===== src/rtl/tick_timer_pkg.sv =====
package tick_timer_pkg;

    localparam int DATA_W   = 32;
    localparam int ADDR_W   = 8;
    localparam int NUM_CH   = 3;

    localparam int OFS_LOAD = 'h0;
    localparam int OFS_CNT  = 'h4;
    localparam int OFS_CTRL = 'h8;
    localparam int OFS_CLR  = 'hC;

    localparam int WIDE_LO  = 'h60;
    localparam int WIDE_HI  = 'h64;

    localparam int BIT_EN   = 7;
    localparam int BIT_PER  = 6;
    localparam int BIT_SRC  = 3;
    localparam int BIT_WEN  = 8;

    typedef enum logic {
        CH_HALTED  = 1'b0,
        CH_RUNNING = 1'b1
    } ch_state_e;

    typedef enum logic {
        WC_OFF   = 1'b0,
        WC_COUNT = 1'b1
    } wc_state_e;

    function automatic int chan_base(input int idx);
        case (idx)
            0:       return 'h00;
            1:       return 'h20;
            default: return 'h80;
        endcase
    endfunction

endpackage


===== src/rtl/tick_timer_dec.sv =====
module tick_timer_dec
    import tick_timer_pkg::*;
(
    input  logic              bus_sel,
    input  logic              bus_wr,
    input  logic [ADDR_W-1:0] bus_addr,
    output logic [NUM_CH-1:0] ld_we,
    output logic [NUM_CH-1:0] ct_we,
    output logic [NUM_CH-1:0] cl_we,
    output logic              hi_we
);
    logic wr_stb;
    assign wr_stb = bus_sel & bus_wr;

    for (genvar i = 0; i < NUM_CH; i++) begin : g_slot
        localparam logic [ADDR_W-1:0] BASE = ADDR_W'(chan_base(i));
        assign ld_we[i] = wr_stb && (bus_addr == BASE + ADDR_W'(OFS_LOAD));
        assign ct_we[i] = wr_stb && (bus_addr == BASE + ADDR_W'(OFS_CTRL));
        assign cl_we[i] = wr_stb && (bus_addr == BASE + ADDR_W'(OFS_CLR));
    end

    assign hi_we = wr_stb && (bus_addr == ADDR_W'(WIDE_HI));

endmodule


===== src/rtl/tick_timer_chan.sv =====
module tick_timer_chan
    import tick_timer_pkg::*;
#(
    parameter int CW = 16
) (
    input  logic          clk,
    input  logic          rst_n,
    input  logic          tick_fast,
    input  logic          tick_slow,
    input  logic          ld_we,
    input  logic          ct_we,
    input  logic          cl_we,
    input  logic [CW-1:0] wval,
    output logic [CW-1:0] count_o,
    output logic [CW-1:0] load_o,
    output logic          en_o,
    output logic          per_o,
    output logic          src_o,
    output logic          irq_o
);
    ch_state_e     st_q, st_d;
    logic [CW-1:0] cnt_q, cnt_d;
    logic [CW-1:0] load_q;
    logic          per_q, src_q, irq_q;
    logic          tick_sel, uflow;

    assign tick_sel = src_q ? tick_fast : tick_slow;

    // State register process
    always_ff @(posedge clk or negedge rst_n) begin
        if (!rst_n) st_q <= CH_HALTED;
        else        st_q <= st_d;
    end

    always_comb begin
        st_d = st_q;
        if (ct_we) st_d = wval[BIT_EN] ? CH_RUNNING : CH_HALTED;
    end

    // Output / datapath decision per state
    always_comb begin
        cnt_d = cnt_q;
        uflow = 1'b0;
        unique case (st_q)
            CH_HALTED:  cnt_d = cnt_q;
            CH_RUNNING: begin
                if (tick_sel) begin
                    if (cnt_q == '0) begin
                        uflow = 1'b1;
                        cnt_d = per_q ? load_q : '1;
                    end else begin
                        cnt_d = cnt_q - 1'b1;
                    end
                end
            end
        endcase
        if (ld_we) cnt_d = wval;
    end

    always_ff @(posedge clk or negedge rst_n) begin
        if (!rst_n) begin
            cnt_q  <= '0;
            load_q <= '0;
            per_q  <= 1'b0;
            src_q  <= 1'b0;
            irq_q  <= 1'b0;
        end else begin
            cnt_q <= cnt_d;
            if (ld_we) load_q <= wval;
            if (ct_we) begin
                per_q <= wval[BIT_PER];
                src_q <= wval[BIT_SRC];
            end
            if (uflow)      irq_q <= 1'b1;
            else if (cl_we) irq_q <= 1'b0;
        end
    end

    assign count_o = cnt_q;
    assign load_o  = load_q;
    assign en_o    = (st_q == CH_RUNNING);
    assign per_o   = per_q;
    assign src_o   = src_q;
    assign irq_o   = irq_q;

endmodule


===== src/rtl/tick_timer_wide.sv =====
module tick_timer_wide
    import tick_timer_pkg::*;
#(
    parameter int WW = 40
) (
    input  logic          clk,
    input  logic          rst_n,
    input  logic          tick_wide,
    input  logic          hi_we,
    input  logic          en_val,
    output logic [WW-1:0] count_o,
    output logic          en_o
);
    wc_state_e     st_q, st_d;
    logic [WW-1:0] cnt_q, cnt_d;

    always_ff @(posedge clk or negedge rst_n) begin
        if (!rst_n) st_q <= WC_OFF;
        else        st_q <= st_d;
    end

    always_comb begin
        st_d = st_q;
        if (hi_we) st_d = en_val ? WC_COUNT : WC_OFF;
    end

    always_comb begin
        cnt_d = cnt_q;
        unique case (st_q)
            WC_OFF:   cnt_d = cnt_q;
            WC_COUNT: if (tick_wide) cnt_d = cnt_q + 1'b1;
        endcase
    end

    always_ff @(posedge clk or negedge rst_n) begin
        if (!rst_n) cnt_q <= '0;
        else        cnt_q <= cnt_d;
    end

    assign count_o = cnt_q;
    assign en_o    = (st_q == WC_COUNT);

endmodule


===== src/rtl/tick_timer_bank.sv =====
module tick_timer_bank
    import tick_timer_pkg::*;
#(
    parameter int T12_W  = 16,
    parameter int T3_W   = 32,
    parameter int WIDE_W = 40
) (
    input  logic              clk,
    input  logic              rst_n,
    input  logic              bus_sel,
    input  logic              bus_wr,
    input  logic [ADDR_W-1:0] bus_addr,
    input  logic [DATA_W-1:0] bus_wdata,
    output logic [DATA_W-1:0] bus_rdata,
    input  logic              tick_fast,
    input  logic              tick_slow,
    input  logic              tick_wide,
    output logic [NUM_CH-1:0] irq
);
    localparam int HI_W = WIDE_W - DATA_W;

    logic [NUM_CH-1:0] ld_we, ct_we, cl_we;
    logic              hi_we;
    logic [DATA_W-1:0] ch_cnt32  [NUM_CH];
    logic [DATA_W-1:0] ch_load32 [NUM_CH];
    logic [DATA_W-1:0] ch_ctrl32 [NUM_CH];
    logic [NUM_CH-1:0] ch_en;
    logic [WIDE_W-1:0] wide_cnt;
    logic              wide_en;
    logic [T12_W-1:0]  t1_cnt;

    tick_timer_dec u_dec (
        .bus_sel (bus_sel),
        .bus_wr  (bus_wr),
        .bus_addr(bus_addr),
        .ld_we   (ld_we),
        .ct_we   (ct_we),
        .cl_we   (cl_we),
        .hi_we   (hi_we)
    );

    for (genvar i = 0; i < NUM_CH; i++) begin : g_ch
        localparam int CW = (i == NUM_CH - 1) ? T3_W : T12_W;
        logic [CW-1:0] cnt_w, load_w;
        logic          per_w, src_w;

        tick_timer_chan #(.CW(CW)) u_chan (
            .clk      (clk),
            .rst_n    (rst_n),
            .tick_fast(tick_fast),
            .tick_slow(tick_slow),
            .ld_we    (ld_we[i]),
            .ct_we    (ct_we[i]),
            .cl_we    (cl_we[i]),
            .wval     (bus_wdata[CW-1:0]),
            .count_o  (cnt_w),
            .load_o   (load_w),
            .en_o     (ch_en[i]),
            .per_o    (per_w),
            .src_o    (src_w),
            .irq_o    (irq[i])
        );

        assign ch_cnt32[i]  = DATA_W'(cnt_w);
        assign ch_load32[i] = DATA_W'(load_w);
        assign ch_ctrl32[i] = DATA_W'({ch_en[i], per_w, 2'b00, src_w, 3'b000});
    end

    tick_timer_wide #(.WW(WIDE_W)) u_wide (
        .clk      (clk),
        .rst_n    (rst_n),
        .tick_wide(tick_wide),
        .hi_we    (hi_we),
        .en_val   (bus_wdata[BIT_WEN]),
        .count_o  (wide_cnt),
        .en_o     (wide_en)
    );

    assign t1_cnt = ch_cnt32[0][T12_W-1:0];

    always_comb begin
        bus_rdata = '0;
        if (bus_sel) begin
            for (int i = 0; i < NUM_CH; i++) begin
                if (bus_addr == ADDR_W'(chan_base(i) + OFS_LOAD)) bus_rdata = ch_load32[i];
                if (bus_addr == ADDR_W'(chan_base(i) + OFS_CNT))  bus_rdata = ch_cnt32[i];
                if (bus_addr == ADDR_W'(chan_base(i) + OFS_CTRL)) bus_rdata = ch_ctrl32[i];
            end
            if (bus_addr == ADDR_W'(WIDE_LO)) bus_rdata = wide_cnt[DATA_W-1:0];
            if (bus_addr == ADDR_W'(WIDE_HI))
                bus_rdata = DATA_W'(wide_cnt[WIDE_W-1:DATA_W]) | (DATA_W'(wide_en) << BIT_WEN);
        end
    end

    initial begin
        if (HI_W < 1 || HI_W > 8) $error("wide counter width must be 33..40");
    end

endmodule


===== config.mk =====
export PLATFORM = sky130hd
export DESIGN_NAME = tick_timer_bank
export DESIGN_NICKNAME = d
export VERILOG_FILES = /design/src/rtl/tick_timer_pkg.sv /design/src/rtl/tick_timer_dec.sv /design/src/rtl/tick_timer_chan.sv /design/src/rtl/tick_timer_wide.sv /design/src/rtl/tick_timer_bank.sv
export SDC_FILE = /design/constraint.sdc
export NUM_CORES = 1
export LEC_CHECK = 0
export ABC_CLOCK_PERIOD_IN_PS = 3600
export BUFFER_PORTS_ARGS = -buffer_cell sky130_fd_sc_hd__buf_2
export CORE_MARGIN = 2
export CORE_UTILIZATION = 45
export CTS_CLUSTER_SIZE = 14
export DETAILED_ROUTE_END_ITERATION = 10
export SLEW_MARGIN = 10
export SYNTH_ARGS = -nofsm -noshare
export SYNTH_HDL_FRONTEND = slang
export SYNTH_SLANG_ARGS = --single-unit

===== constraint.sdc =====
create_clock -name clk -period 3.6 [get_ports clk]
set_input_delay 0.36 -clock clk [delete_from_list [all_inputs] [get_ports clk]]
set_output_delay 0.36 -clock clk [all_outputs]
set_load 0.01 [all_outputs]

==> results by group <==
Worst setup path
  • Startpoint type of the worst setup path: input port
  • Cells along the critical path: buf_2, nand4bb_1, nor3_2, a222oi_1, nor2_1, buf_2
  • Cell with the largest stage delay on the worst path: sky130_fd_sc_hd__nor3_2
  • Data required time of the critical path: between 3 and 4 ns
  • Critical path start-end classification: in -> out
  • Arrival time reported for the critical path endpoint: 2.81 ns
  • CP Capture Type: output port
  • Delay of the slowest cell on the worst path: roughly 1.1 ns
  • Most common cell on crit path: sky130_fd_sc_hd__buf_2
  • Critical path fanouts, max: 16

Routing
  • Post-route antenna net violation count: 0
  • Total via count after detailed routing: 10,759
  • 1st-pass router iterations: 9
  • DRC violations left: 0
  • Routed length per instance: 22.9 um
  • DRC marker count from the first detailed-route iteration: 1,364
  • Vias per cell: 6.37
  • Total wire length after detailed routing: 38,700 um

Clock network
  • Post-CTS resize count: 0
  • CTS Root Buffer Type: sky130_fd_sc_hd__clkbuf_16
  • TritonCTS sink count: 181
  • Clock transition at the registers of the reported paths: approximately 0.08 ns
  • Skew-Pair Late Insertion Delay: 0.45 ns
  • Maximum number of buffers from clock root to sink: 2
  • CTS tree: done
  • Num CTS Buffers: 17
  • Total number of H-tree levels: 4

Placed design
  • Detail Placement HPWL: 28,200 um
  • Inst Count DP: roughly 1,700
  • PortBufs: between 80 and 90
  • Final Wtd Congestion: about 0.9

STA
  • Worst slew margin relative to its limit: 0.216
  • Max Fclk: 316 MHz
  • Setup repair after global routing missed its margin: false
  • Final-report setup violation count: 0
  • Slew of the pin with the lowest slew margin: between 1 and 1.5 ns
  • Crit path time final: approximately 3.2 ns
  • Post-route fraction of the period consumed by the critical path: 0.879
  • TNS Setup: 0 ns
  • Max Clock Skew: 0.0149 ns
  • Final hold viol count: 0
  • Slew Limit Fails: 0

Synthesis
  • Most numerous cell in the Yosys netlist: sky130_fd_sc_hd__nand2_1
  • Count of different cell masters after synthesis: 83
  • Sequential element share of the synthesized area: 0.404
  • Async set or reset register ratio after synthesis: 1.00
  • Average footprint of a synthesized cell: 8.59 um2
  • Syn_nets: about 1,400
  • Top post-synthesis cells by area: sky130_fd_sc_hd__dfrtp_1, sky130_fd_sc_hd__nand2_1, sky130_fd_sc_hd__xnor2_1
  • #FFs+latches synth: about 180
  • Dominant cell type by area after synthesis: sky130_fd_sc_hd__dfrtp_1
  • Synthesized area: 11,200 um2
  • Number of instances in the synthesized netlist: 1,307
  • Count of yosys warnings during synthesis: 0
  • Top-area cell type share of the netlist area: 0.404
  • Leading cell types by count after synthesis: sky130_fd_sc_hd__nand2_1, sky130_fd_sc_hd__dfrtp_1, sky130_fd_sc_hd__nor2_1
  • Number of synthesized flops with an enable pin: 0
  • Commonest register cell after synthesis: sky130_fd_sc_hd__dfrtp_1

Power
  • Leak Pwr: 5.69 nW
  • Maximum vdd ir drop: 0.267 mV
  • Power share of the combinational group: 0.225
  • Switching share of power: 0.359
  • Clock network fraction of total power: 0.343
  • Cell-internal power: 3.60 mW
  • Sequential Power Share: 0.432
  • P per Cell Area: 447 nW/um2
  • Reported net switching power: 2.02 mW

GRT
  • Pin count of the biggest net entering global routing: between 70 and 80
  • Via count of the first global-routing pass: 9,808
  • GRT overflow: 0
  • Global-route wire length before repair: 60,200 um
  • Antenna violations before repair: 1
  • Overall global routing resource usage: 0.299

Floorplan
  • Die width: 162 um
  • IO Pins: 82
  • Row count: 57
  • Placeable Area: 24,400 um2
  • Initial Utilization: 0.460
  • Die height: 162 um
  • Floorplan die area: roughly 26,000 um2

Layout
  • Fraction of layout cells with a size suffix above 1: 0.149
  • Number of inserted diodes: 0
  • Filler cells: between 2,000 and 2,500
  • Filler-free cell count of the finished design: 1,690
  • Layout Area Growth over Synthesis: 12.2%
  • Register cell area after layout: 4530 um2
  • Area occupied by multi-input gates: approximately 6300 um2
  • # nets final: 1,407

Job
  • Max-capacitance violation count: 0

Run status
  • Run status: finished clean

Min path
  • Path category of the worst min-delay check: in -> reg
[worst paths after layout]
check | slack (ns) | endpoint | cells past startpoint | from
worst max-delay path | 0.43 | bus_rdata[16] | 6 | bus_addr[7]
worst min-delay path | 0.11 | g_ch[2].u_chan.load_o[27]$_DFFE_PN0P_ | 3 | bus_wdata[27]
worst max register to register | 0.82 | g_ch[2].u_chan.count_o[22]$_DFFE_PN0P_ | 5 | g_ch[2].u_chan.count_o[14]$_DFFE_PN0P_
worst min register to register | 0.50 | u_wide.count_o[39]$_DFFE_PN0P_ | 1 | u_wide.count_o[39]$_DFFE_PN0P_
max in group asynchronous | 2.14 | g_ch[2].u_chan.load_o[30]$_DFFE_PN0P_ | 3 | rst_n
min in group asynchronous | 0.45 | g_ch[0].u_chan.count_o[3]$_DFFE_PN0P_ | 2 | rst_n
[routing by layer]
layer  GRT usage  wire [um]
met4      0.0752        725
met5           0         13
met3      0.0633       3870
met1       0.471      18000
met2       0.413      16100
[critical path: cells and delay by family]
kind | cells | cell delay, ns
AO/OA/AOI/OAI | 1 | 0.16
AND/OR/NAND/NOR | 3 | 1.96
buffers and inverters | 2 | 0.32
[through the flow]
step	utilization	hold WS, ns	worst slack [ns]	total power, mW	area, um2
floorplan	-	0.0644	1.18	3.27	11200
global placement	0.491	0.393	0.636	3.68	12000
detailed placement	0.491	0.397	0.514	3.70	12000
CTS	0.516	0.111	0.521	5.62	12600
global route	0.516	0.140	0.351	5.89	12600
finish	0.516	0.114	0.434	5.62	12600
[cells in the final DEF, fill, tap and decap left out, drive strengths merged, types with 7 or more instances in the layout]
cell,n
a211o,9
a21o,10
a21oi,39
a222oi,26
a22oi,35
a31oi,15
and3,16
and4,8
buf,116
clkbuf,18
clkinv,7
dfrtp,181
ha,7
inv,25
mux2,16
mux2i,9
nand2,250
nand2b,11
nand3,34
nand3b,14
nand4,23
nor2,98
nor3,52
nor4,30
nor4b,7
o211ai,9
o21ai,86
o22ai,13
o31a,10
o31ai,30
or3,8
or4,8
xnor2,45
xor2,15
[cell families after synthesis]
| kind of cell | share of synthesized area |
|---|---|
| buffers and inverters | 0.0407 |
| AOI/OAI and AO/OA | 0.212 |
| adders and majority gates | 0.00781 |
| xor gates and xnor gates | 0.0468 |
| and+or+nand+nor | 0.265 |
| DFF | 0.404 |
| muxes | 0.0241 |
[sequential cells by signal, summed over array words and instances, names as in the netlist]
register             flops
g_ch.u_chan.src_o        3
g_ch.u_chan.irq_o        3
g_ch.u_chan.load_o      64
g_ch.u_chan.per_o        3
u_wide.en_o              1
g_ch.u_chan.en_o         3
u_wide.count_o          40
g_ch.u_chan.count_o     64
[what timing repair did]
action,in CTS,in global routing
hold buffers,1,0
hold endpoints to repair,61,0
setup buffers,0,0
[power by group through the flow]
stage / Sequential, mW / Clock (mW) / Combinational (mW)
after floorplan: 2.33 / 0 / 0.937
after global placement: 2.45 / 0 / 1.23
after detailed placement: 2.45 / 0 / 1.25
after CTS: 2.41 / 1.95 / 1.25
after global routing: 2.45 / 2.03 / 1.41
final: 2.43 / 1.93 / 1.27
[final cells by class]
class,count,area share
multi-input cells,1018,0.497
flip-flops and latches,181,0.360
repair buffers,118,0.0581
clock buffers,17,0.0338
well taps,324,0.0322
clock inverters,15,0.0142
inverters,17,0.00507
Note: power is estimated with default switching activity, not from simulation.
